==> src/rtl/bitops_pkg.sv <==
package bitops_pkg;

   typedef enum logic [3:0] {
      OP_ROL_C  = 4'd0,
      OP_ROR_C  = 4'd1,
      OP_ROL_T  = 4'd2,
      OP_ROR_T  = 4'd3,
      OP_SHL    = 4'd4,
      OP_SHR_A  = 4'd5,
      OP_SHR_L  = 4'd6,
      OP_NIBX   = 4'd7,
      OP_BTEST  = 4'd8,
      OP_BSET   = 4'd9,
      OP_BCLR   = 4'd10
   } bop_e;

   typedef enum logic [1:0] {
      SQ_IDLE  = 2'd0,
      SQ_FETCH = 2'd1,
      SQ_STORE = 2'd2,
      SQ_DONE  = 2'd3
   } seq_e;

   localparam int FLG_W = 4;
   localparam int FZ    = 3;
   localparam int FN    = 2;
   localparam int FH    = 1;
   localparam int FC    = 0;

endpackage

==> src/rtl/bitops_shift.sv <==
module bitops_shift
   import bitops_pkg::*;
#(
   parameter int WIDTH = 8
) (
   input  logic [3:0]       kind,
   input  logic [WIDTH-1:0] opnd,
   input  logic             cin,
   output logic [WIDTH-1:0] res,
   output logic             cout
);
   localparam int HALF = WIDTH / 2;

   logic [WIDTH-1:0] nib_x;

   generate
      if (WIDTH < 2 || (WIDTH % 2) != 0) begin : g_bad_width
         $error("bitops_shift: WIDTH must be even and at least 2");
      end
      for (genvar i = 0; i < HALF; i++) begin : g_nibx
         assign nib_x[i]        = opnd[i + HALF];
         assign nib_x[i + HALF] = opnd[i];
      end
   endgenerate

   always_comb begin
      res  = opnd;
      cout = 1'b0;
      case (bop_e'(kind))
         OP_ROL_C: begin res = {opnd[WIDTH-2:0], opnd[WIDTH-1]}; cout = opnd[WIDTH-1]; end
         OP_ROR_C: begin res = {opnd[0], opnd[WIDTH-1:1]};       cout = opnd[0];       end
         OP_ROL_T: begin res = {opnd[WIDTH-2:0], cin};           cout = opnd[WIDTH-1]; end
         OP_ROR_T: begin res = {cin, opnd[WIDTH-1:1]};           cout = opnd[0];       end
         OP_SHL:   begin res = {opnd[WIDTH-2:0], 1'b0};          cout = opnd[WIDTH-1]; end
         OP_SHR_A: begin res = {opnd[WIDTH-1], opnd[WIDTH-1:1]}; cout = opnd[0];       end
         OP_SHR_L: begin res = {1'b0, opnd[WIDTH-1:1]};          cout = opnd[0];       end
         OP_NIBX:  begin res = nib_x;                            cout = 1'b0;          end
         default:  begin res = opnd;                             cout = 1'b0;          end
      endcase
   end

endmodule

==> src/rtl/bitops_bitfield.sv <==
module bitops_bitfield
   import bitops_pkg::*;
#(
   parameter int WIDTH = 8,
   localparam int IDX_W = $clog2(WIDTH)
) (
   input  logic [3:0]       kind,
   input  logic [IDX_W-1:0] idx,
   input  logic [WIDTH-1:0] opnd,
   output logic [WIDTH-1:0] res,
   output logic             picked
);
   logic [WIDTH-1:0] mask;

   always_comb begin
      mask   = '0;
      mask[idx] = 1'b1;
      picked = opnd[idx];
      case (bop_e'(kind))
         OP_BSET: res = opnd | mask;
         OP_BCLR: res = opnd & ~mask;
         default: res = opnd;
      endcase
   end

endmodule

==> src/rtl/bitops_seq.sv <==
module bitops_seq
   import bitops_pkg::*;
(
   input  logic clk,
   input  logic rst_n,
   input  logic start,
   input  logic mem_op,
   input  logic need_wr,
   output logic launch,
   output logic fetch,
   output logic store,
   output logic fin
);
   seq_e st_q, st_d;

   always_comb begin
      st_d = st_q;
      case (st_q)
         SQ_IDLE:  if (start) st_d = mem_op ? SQ_FETCH : SQ_DONE;
         SQ_FETCH: st_d = need_wr ? SQ_STORE : SQ_DONE;
         SQ_STORE: st_d = SQ_DONE;
         default:  st_d = SQ_IDLE;
      endcase
   end

   always_ff @(posedge clk or negedge rst_n) begin
      if (!rst_n) st_q <= SQ_IDLE;
      else        st_q <= st_d;
   end

   assign launch = (st_q == SQ_IDLE) && start;
   assign fetch  = (st_q == SQ_FETCH);
   assign store  = (st_q == SQ_STORE);
   assign fin    = (st_q == SQ_DONE);

   // the write strobe lasts one cycle and is followed by done
   a_r11_store_then_done: assert property (@(posedge clk) disable iff (!rst_n)
      store |=> (fin && !store));
   // the read phase lasts a single cycle
   a_r11_fetch_one_cycle: assert property (@(posedge clk) disable iff (!rst_n)
      fetch |=> !fetch);
   // done is a single-cycle pulse
   a_r10_done_pulse: assert property (@(posedge clk) disable iff (!rst_n)
      fin |=> !fin);

endmodule

==> src/rtl/bitops_unit.sv <==
module bitops_unit
   import bitops_pkg::*;
#(
   parameter int WIDTH = 8,
   localparam int IDX_W = $clog2(WIDTH)
) (
   input  logic             clk,
   input  logic             rst_n,
   input  logic             start,
   input  logic             mem_op,
   input  logic             acc_form,
   input  logic [3:0]       op_code,
   input  logic [IDX_W-1:0] bit_sel,
   input  logic [WIDTH-1:0] reg_data,
   input  logic [WIDTH-1:0] mem_rdata,
   input  logic [FLG_W-1:0] flags_in,
   output logic             busy,
   output logic             mem_we,
   output logic [WIDTH-1:0] mem_wdata,
   output logic             done,
   output logic [WIDTH-1:0] result,
   output logic [FLG_W-1:0] flags_out,
   output logic             flags_we,
   output logic             reg_we
);
   logic [3:0]       op_q;
   logic [IDX_W-1:0] idx_q;
   logic             acc_q;
   logic             mem_q;
   logic [FLG_W-1:0] flg_q;
   logic [WIDTH-1:0] opnd_q;

   logic             launch, fetch, store, fin;
   logic             is_rot, is_shgrp, is_test, is_bitwr, wr_res, upd_flg;
   logic [WIDTH-1:0] sh_res, bf_res, calc_res;
   logic             sh_c, bf_bit;
   logic [FLG_W-1:0] calc_flg;

   assign is_rot   = (op_q <= 4'd3);
   assign is_shgrp = (op_q <= 4'd7);
   assign is_test  = (op_q == OP_BTEST);
   assign is_bitwr = (op_q == OP_BSET) || (op_q == OP_BCLR);
   assign wr_res   = is_shgrp || is_bitwr;
   assign upd_flg  = is_shgrp || is_test;

   bitops_seq u_seq (
      .clk     (clk),
      .rst_n   (rst_n),
      .start   (start),
      .mem_op  (mem_op),
      .need_wr (wr_res),
      .launch  (launch),
      .fetch   (fetch),
      .store   (store),
      .fin     (fin)
   );

   always_ff @(posedge clk or negedge rst_n) begin
      if (!rst_n) begin
         op_q   <= '0;
         idx_q  <= '0;
         acc_q  <= 1'b0;
         mem_q  <= 1'b0;
         flg_q  <= '0;
         opnd_q <= '0;
      end else if (launch) begin
         op_q   <= op_code;
         idx_q  <= bit_sel;
         acc_q  <= acc_form;
         mem_q  <= mem_op;
         flg_q  <= flags_in;
         opnd_q <= reg_data;
      end else if (fetch) begin
         opnd_q <= mem_rdata;
      end
   end

   bitops_shift #(.WIDTH(WIDTH)) u_shift (
      .kind (op_q),
      .opnd (opnd_q),
      .cin  (flg_q[FC]),
      .res  (sh_res),
      .cout (sh_c)
   );

   bitops_bitfield #(.WIDTH(WIDTH)) u_bitf (
      .kind   (op_q),
      .idx    (idx_q),
      .opnd   (opnd_q),
      .res    (bf_res),
      .picked (bf_bit)
   );

   always_comb begin
      calc_res = is_shgrp ? sh_res : bf_res;
      calc_flg = flg_q;
      if (is_shgrp) begin
         calc_flg      = '0;
         calc_flg[FC]  = sh_c;
         calc_flg[FZ]  = (sh_res == '0) && !(acc_q && is_rot);
      end else if (is_test) begin
         calc_flg[FZ]  = !bf_bit;
         calc_flg[FN]  = 1'b0;
         calc_flg[FH]  = 1'b1;
      end
   end

   assign busy      = fetch;
   assign mem_we    = store;
   assign mem_wdata = calc_res;
   assign done      = fin;
   assign result    = calc_res;
   assign flags_out = calc_flg;
   assign flags_we  = fin && upd_flg;
   assign reg_we    = fin && !mem_q && wr_res;

   // accumulator-form rotates never report zero
   a_r5_acc_rot_no_zero: assert property (@(posedge clk) disable iff (!rst_n)
      (done && acc_q && is_rot) |-> !flags_out[FZ]);
   // bit test keeps the carry it was given and writes nothing
   a_r7_test_keeps_carry: assert property (@(posedge clk) disable iff (!rst_n)
      (done && is_test) |-> (flags_out[FC] == flg_q[FC] && !reg_we && result == opnd_q));
   // set/clear touches at most one bit and no flags
   a_r8_one_bit_only: assert property (@(posedge clk) disable iff (!rst_n)
      (done && is_bitwr) |-> ($countones(result ^ opnd_q) <= 1 && !flags_we));
   // a memory bit test never reaches the write phase
   a_r12_test_no_store: assert property (@(posedge clk) disable iff (!rst_n)
      (busy && is_test) |=> !mem_we);
   // a register operand never strobes memory
   a_r10_reg_no_mem: assert property (@(posedge clk) disable iff (!rst_n)
      (done && !mem_q) |-> $past(!mem_we));

endmodule

==> config.mk <==
export PLATFORM = sky130hd
export DESIGN_NAME = bitops_unit
export DESIGN_NICKNAME = d
export VERILOG_FILES = /design/src/rtl/bitops_pkg.sv /design/src/rtl/bitops_shift.sv /design/src/rtl/bitops_bitfield.sv /design/src/rtl/bitops_seq.sv /design/src/rtl/bitops_unit.sv
export SDC_FILE = /design/constraint.sdc
export NUM_CORES = 1
export LEC_CHECK = 0
export BUFFER_PORTS_ARGS = -buffer_cell sky130_fd_sc_hd__buf_2
export CAP_MARGIN = 20
export CORE_MARGIN = 4
export CORE_UTILIZATION = 45
export CTS_CLUSTER_DIAMETER = 40
export CTS_CLUSTER_SIZE = 40
export DETAILED_ROUTE_END_ITERATION = 10
export PLACE_DENSITY = 0.71
export SKIP_LAST_GASP = 1
export SYNTH_ARGS = -nofsm -noshare
export SYNTH_HDL_FRONTEND = slang
export SYNTH_SLANG_ARGS = --single-unit
export TNS_END_PERCENT = 20
==> constraint.sdc <==
create_clock -name clk -period 1.83 [get_ports clk]
set_clock_uncertainty 0.05 [all_clocks]
set_input_delay 0.183 -clock clk [delete_from_list [all_inputs] [get_ports clk]]
set_output_delay 0.183 -clock clk [all_outputs]
set_load 0.03 [all_outputs]
==> flow_metrics.env, run 1 <==
export IMPL_wl_per_cell_um=14.92
export IMPL_grt_pass1_vias=1919
export IMPL_dp_final_hpwl_um=4170
export IMPL_grt_use_total_pct=21.21
export IMPL_grt_pass1_wl_um=8963
export IMPL_max_freq_mhz=467.5
export IMPL_cts_num_sinks=23
export IMPL_netlist_area_um2=1896
export IMPL_hold_viol=0
export IMPL_cp_end_kind="output pin"
export IMPL_drc=0
export IMPL_synth_main_ff_cell="dfrtp_1"
export IMPL_port_buffers=56
export IMPL_cp_start_kind="flip-flop"
export IMPL_cp_slowest_stage_delay_ps=400
export IMPL_path_buf_inv=1
export IMPL_die_w_um=72.90
export IMPL_worstMarginPinSlew_ps=539.9
export IMPL_async_flop_share_pct=100.0
export IMPL_synth_cells=232
export IMPL_ys_ff_latch=23
export IMPL_grt_max_degree=24
export IMPL_rsz0062_at_grt="yes"
export IMPL_hold_ws_ps=106.1
export IMPL_antenna_left=0
export IMPL_max_cap_violations=0
export IMPL_drv_slew=0
export IMPL_coreArea_um2=4029
export IMPL_cp_max_fo=6
export IMPL_antenna_cells=0
export IMPL_die_h_um=72.90
export IMPL_outcome="finished, violations left"
export IMPL_min_period_over_period_pct=116.9
export IMPL_clock_path_buffers=2
export IMPL_drive_above_1_share_pct=46.84
export IMPL_fin_crit_ps=2139
export IMPL_worstSetupPathType="reg -> out"
export IMPL_synth_area_per_cell_um2=8.171
export IMPL_cts_root_buf="clkbuf_8"
export IMPL_dr_first_iter_drc_count=188
export IMPL_htreeDepth=1
export IMPL_crit_required_ps=1600
export IMPL_viasPerCell=5.478
export IMPL_cp_common_cell="mux2i_1"
export IMPL_cts_tree="done"
export IMPL_setup_violations=21
export IMPL_fin_ws_ps=-309.1
export IMPL_clkTransAtPathRegs_ps=70
export IMPL_gp_congestion=0.9013
export IMPL_dieArea_um2=5314
export IMPL_cp_top_family="compound AO/OA/AOI/OAI gates"
export IMPL_yosysUniqueCellTypes=47
export IMPL_cts_inserted_buffers=3
export IMPL_final_cell_mix="57 x buf_4, 45 x buf_2, 24 x nor2_1"
export IMPL_violations="setup timing"
export IMPL_areaGrowthSynthToFinish_pct=44.09
export IMPL_seq_area_frac_synth_pct=30.36
export IMPL_start_util_pct=47.05
export IMPL_final_common_cell="buf_4"
export IMPL_first_pass_iters=4
export IMPL_cp_arrival_ps=1910
export IMPL_totalWireLength_um=5459
export IMPL_worstPathCellList="and2_4 -> mux2i_1 -> mux2i_1 -> o41ai_2 -> a31o_1 -> buf_6"
export IMPL_cpMaxStageDelayCell="dfrtp_1"
export IMPL_insertion_delay_ps=260
export IMPL_synth_nets=268
export IMPL_nNetsFinal=353
export IMPL_yosys_warnings=0
export IMPL_min_path_type="in -> reg"
export IMPL_vias=2005
export IMPL_postLayoutCoreUtil_pct=67.80
export IMPL_maxSlewHeadroom_pct=64.01
export IMPL_synth_edff_count=0
export IMPL_grt_overflow=0
export IMPL_rows=23
export IMPL_io_pins=57
export IMPL_antenna_found_initial=0
## path summary, 6_finish.rpt
kind,end,slack [ps],cells after the start,from
setup / recovery,flags_out[3],-310,6,op_q[1]
hold / removal,flg_q[3],110,2,flags_in[3]
setup reg to reg,u_seq.st_q[0],150,6,op_q[0]
hold reg to reg,flg_q[2],460,1,flg_q[2]
max in group asynchronous,flg_q[2],980,2,rst_n
min in group asynchronous,idx_q[2],390,2,rst_n
## through the flow
step	setup TNS, ps	cells	instance area, µm²	setup WS (ps)
floorplan	-356.6	232	1991	-81.79
global placement	-244.6	355	2519	-69.58
detailed placement	-516.5	355	2519	-106.2
CTS	-4498	365	2681	-295.7
global route	-7146	366	2731	-450.6
finish	-4690	366	2731	-309.1
## cell usage after synthesis (all sizes together), types with 2 or more instances
cell,number,area share [%]
o211ai,3,1.2
nor2b,5,1.7
o32ai,2,0.92
a31oi,8,2.6
nand3,2,0.53
inv,5,0.99
and3,2,0.66
nand2,21,4.2
nor3,3,0.79
nor2,26,5.1
clkbuf,11,2.2
or3,2,0.66
and2,2,0.79
o31ai,3,1.2
a211oi,6,2.4
a311oi,2,0.92
buf,18,6.1
a21oi,18,4.8
mux2,13,7.7
dfrtp,23,30
nand3b,2,0.79
nor3b,3,1.2
mux2i,15,7.9
nand2b,4,1.3
or2,2,0.66
a21o,2,0.79
ha,4,2.6
o21ai,11,2.9
## cell type report
| class | instances | area, µm² |
|---|---|---|
| fillers | 338 | 1297 |
| multi-input cells | 175 | 1297 |
| well taps | 50 | 62.56 |
| flip-flops and latches | 23 | 575.6 |
| clock buffers | 4 | 45.04 |
| inverters | 5 | 18.77 |
| repair buffers | 109 | 732.0 |
## worst register-to-register path, delay by kind of cell, from the launching register on
kind                   cells  cell delay [ps]
AND/OR/NAND/NOR            2              370
AO/OA/AOI/OAI              3              580
buffers and inverters      1              160
flip-flops                 1              430
## registers in the layout, summed over array words and instances (netlist names)
register    flops
opnd_q          8
flg_q           4
op_q            4
idx_q           3
u_seq.st_q      2
acc_q           1
mem_q           1
## routing by layer
metal  share of wire (%)  GRT usage (%)
met1                  42          29.32
met2                  49          35.37
met3                 6.5          2.204
met4                 2.1          5.533
met5                   0              0
## logic make-up (layout without fill, tap and decap cells)
family	Yosys count	after routing	share of synthesized area [%]
AOI/OAI and AO/OA	66	66	22.64
xor gates and xnor gates	1	1	0.4621
adders and majority gates	4	4	2.640
buffers and inverters	34	118	9.241
DFF	23	23	30.36
muxes	28	28	15.64
and+or+nand+nor	76	76	19.01
## repair_timing
action | CTS | global route
endpoints found under the hold margin | 23 | 0
pin swaps | 5 | 2
buffers inserted | 5 | 1
setup endpoints to repair | 19 | 22
hold buffers | 1 | 0
gates cloned | 0 | 0
gates resized for setup | 19 | 12
Power of run 1 is left out: the tool's default activity adds up to more than one toggle a clock period on the data nets, which glitch-free logic cannot reach.
==> inputs of run 2 (changes only) <==
--- a/config.mk
+++ b/config.mk
@@ -13,7 +13,6 @@
 export CTS_CLUSTER_SIZE = 40
 export DETAILED_ROUTE_END_ITERATION = 10
 export PLACE_DENSITY = 0.71
-export SKIP_LAST_GASP = 1
 export SYNTH_ARGS = -nofsm -noshare
 export SYNTH_HDL_FRONTEND = slang
 export SYNTH_SLANG_ARGS = --single-unit
==> flow_metrics.env, run 2 (synthesis results as in run 1) <==
export IMPL_ff2ff_path_depth=6
export IMPL_worstSetupPathType="reg -> out"
export IMPL_fin_crit_ps=2185
export IMPL_die_h_um=72.90
export IMPL_worstSetupStartpoint="op_q[1]"
export IMPL_top_layer_used="met4"
export IMPL_areaGrowthSynthToFinish_pct=50.10
export IMPL_first_pass_iters=4
export IMPL_postLayoutCoreUtil_pct=70.62
export IMPL_setup_violations=19
export IMPL_dp_final_hpwl_um=4170
export IMPL_min_period_over_period_pct=119.4
export IMPL_pre_cts_slack_ps=-106.2
export IMPL_grt_overflow=0
export IMPL_r2r_end="u_seq.st_q[0]"
export IMPL_ff2ff_setup_slack_ps=240
export IMPL_rows=23
export IMPL_final_common_cell="buf_4"
export IMPL_clkTransAtPathRegs_ps=80
export IMPL_grt_pass1_vias=1973
export IMPL_drc=0
export IMPL_grt_pass1_wl_um=9287
export IMPL_cp_arrival_ps=1950
export IMPL_cts_tree="done"
export IMPL_rsz0062_at_grt="yes"
export IMPL_largest_register="opnd_q"
export IMPL_coreArea_um2=4029
export IMPL_dieArea_um2=5314
export IMPL_crit_reg2reg_launch="op_q[1]"
export IMPL_worstMarginPinSlew_ps=552.6
export IMPL_viasPerCell=5.615
export IMPL_io_pins=57
export IMPL_routed_wl_met2_um=2884
export IMPL_grt_use_total_pct=22.14
export IMPL_worst_setup_path_endpoint="flags_out[3]"
export IMPL_hold_ws_ps=105.4
export IMPL_hold_viol=0
export IMPL_die_w_um=72.90
export IMPL_maxSlewHeadroom_pct=63.16
export IMPL_cts_inserted_buffers=3
export IMPL_antenna_left=0
export IMPL_cts_root_buf="clkbuf_8"
export IMPL_max_freq_mhz=457.7
export IMPL_antenna_cells=0
export IMPL_dp_cells=355
export IMPL_grt_max_degree=24
export IMPL_max_cap_violations=0
export IMPL_port_buffers=56
export IMPL_htreeDepth=1
export IMPL_outcome="finished, violations left"
export IMPL_top_regs="opnd_q: 8 flops, flg_q: 4 flops, op_q: 4 flops"
export IMPL_drive_above_1_share_pct=49.84
export IMPL_drv_slew=0
export IMPL_final_cells=369
export IMPL_totalWireLength_um=5895
export IMPL_fin_ws_ps=-354.7
export IMPL_dr_wl_met3_um=333
export IMPL_nNetsFinal=356
export IMPL_antenna_found_initial=0
export IMPL_start_util_pct=47.05
export IMPL_clock_path_buffers=2
export IMPL_cts_num_sinks=23
export IMPL_insertion_delay_ps=260
export IMPL_wl_per_cell_um=15.98
export IMPL_dr_first_iter_drc_count=244
export IMPL_violations="setup timing"
export IMPL_final_cell_mix="60 x buf_4, 39 x buf_2, 23 x nor2_1"
export IMPL_cp_start_kind="flip-flop"
export IMPL_cp_end_kind="output pin"
export IMPL_largest_reg_flops=8
export IMPL_vias=2072
export IMPL_gp_congestion=0.9013
export IMPL_met1_length_um=2505
export IMPL_min_path_type="in -> reg"
export IMPL_crit_required_ps=1600
export IMPL_cp_max_fo=5
run 2: cell types whose count changed in the layout (fill, tap and decap cells not counted), moves of 3 or more:
cell,delta
buf_4,+3
buf_6,+8
buf_2,-6
o21ai_1,+4
o21ai_0,-3
a211oi_2,+3
run 2: layout make-up:
cell class              instances  area (µm²)
clock buffers                   4       45.04
well taps                      50       62.56
inverters                       5       18.77
fillers                       308        1184
flip-flops and latches         23       578.1
repair buffers                112       799.5
multi-input cells             175        1341
run 2: through the flow:
step / area, µm² / setup TNS, ps
2_1_floorplan: 1991 / -356.6
3_3_place_gp: 2519 / -244.6
3_5_place_dp: 2519 / -516.5
4_1_cts: 2736 / -4059
5_1_grt: 2845 / -6453
6_report: 2845 / -4439
run 2: worst min path at each step:
stage / cells past startpoint / end / start / slack, ps
2_1_floorplan: 0 / acc_q / rst_n / -160
3_3_place_gp: 1 / idx_q[2] / rst_n / 140
3_5_place_dp: 1 / idx_q[2] / rst_n / 140
4_1_cts: 2 / op_q[0] / op_code[0] / 100
5_1_grt: 2 / idx_q[2] / bit_sel[2] / 90
6_report: 2 / flg_q[3] / flags_in[3] / 110
run 2: worst max-delay path, cell delays in order (launching register included):
cell and delay [ps]:
dfrtp_2 450, buf_6 140, a21o_1 190, o211ai_1 110, o31ai_2 120, o41ai_2 350
a31o_1 210, buf_6 130
run 2: timing repair:
item | 4_1_cts | 5_1_grt
setup buffers | 5 | 3
pin swaps | 6 | 10
hold buffers | 1 | 0
cloned | 0 | 1
setup endpoints to repair | 19 | 22
hold endpoints to repair | 23 | 0
resized for setup | 37 | 22
run 2: metal layers:
metal / global-route usage (%) / vias up
met2: 37.78 / 80
met4: 6.762 / 0
li1: - / 1007
met3: 2.479 / 17
met1: 29.32 / 968
met5: 0 / -
Power of run 2 is left out for the same reason.
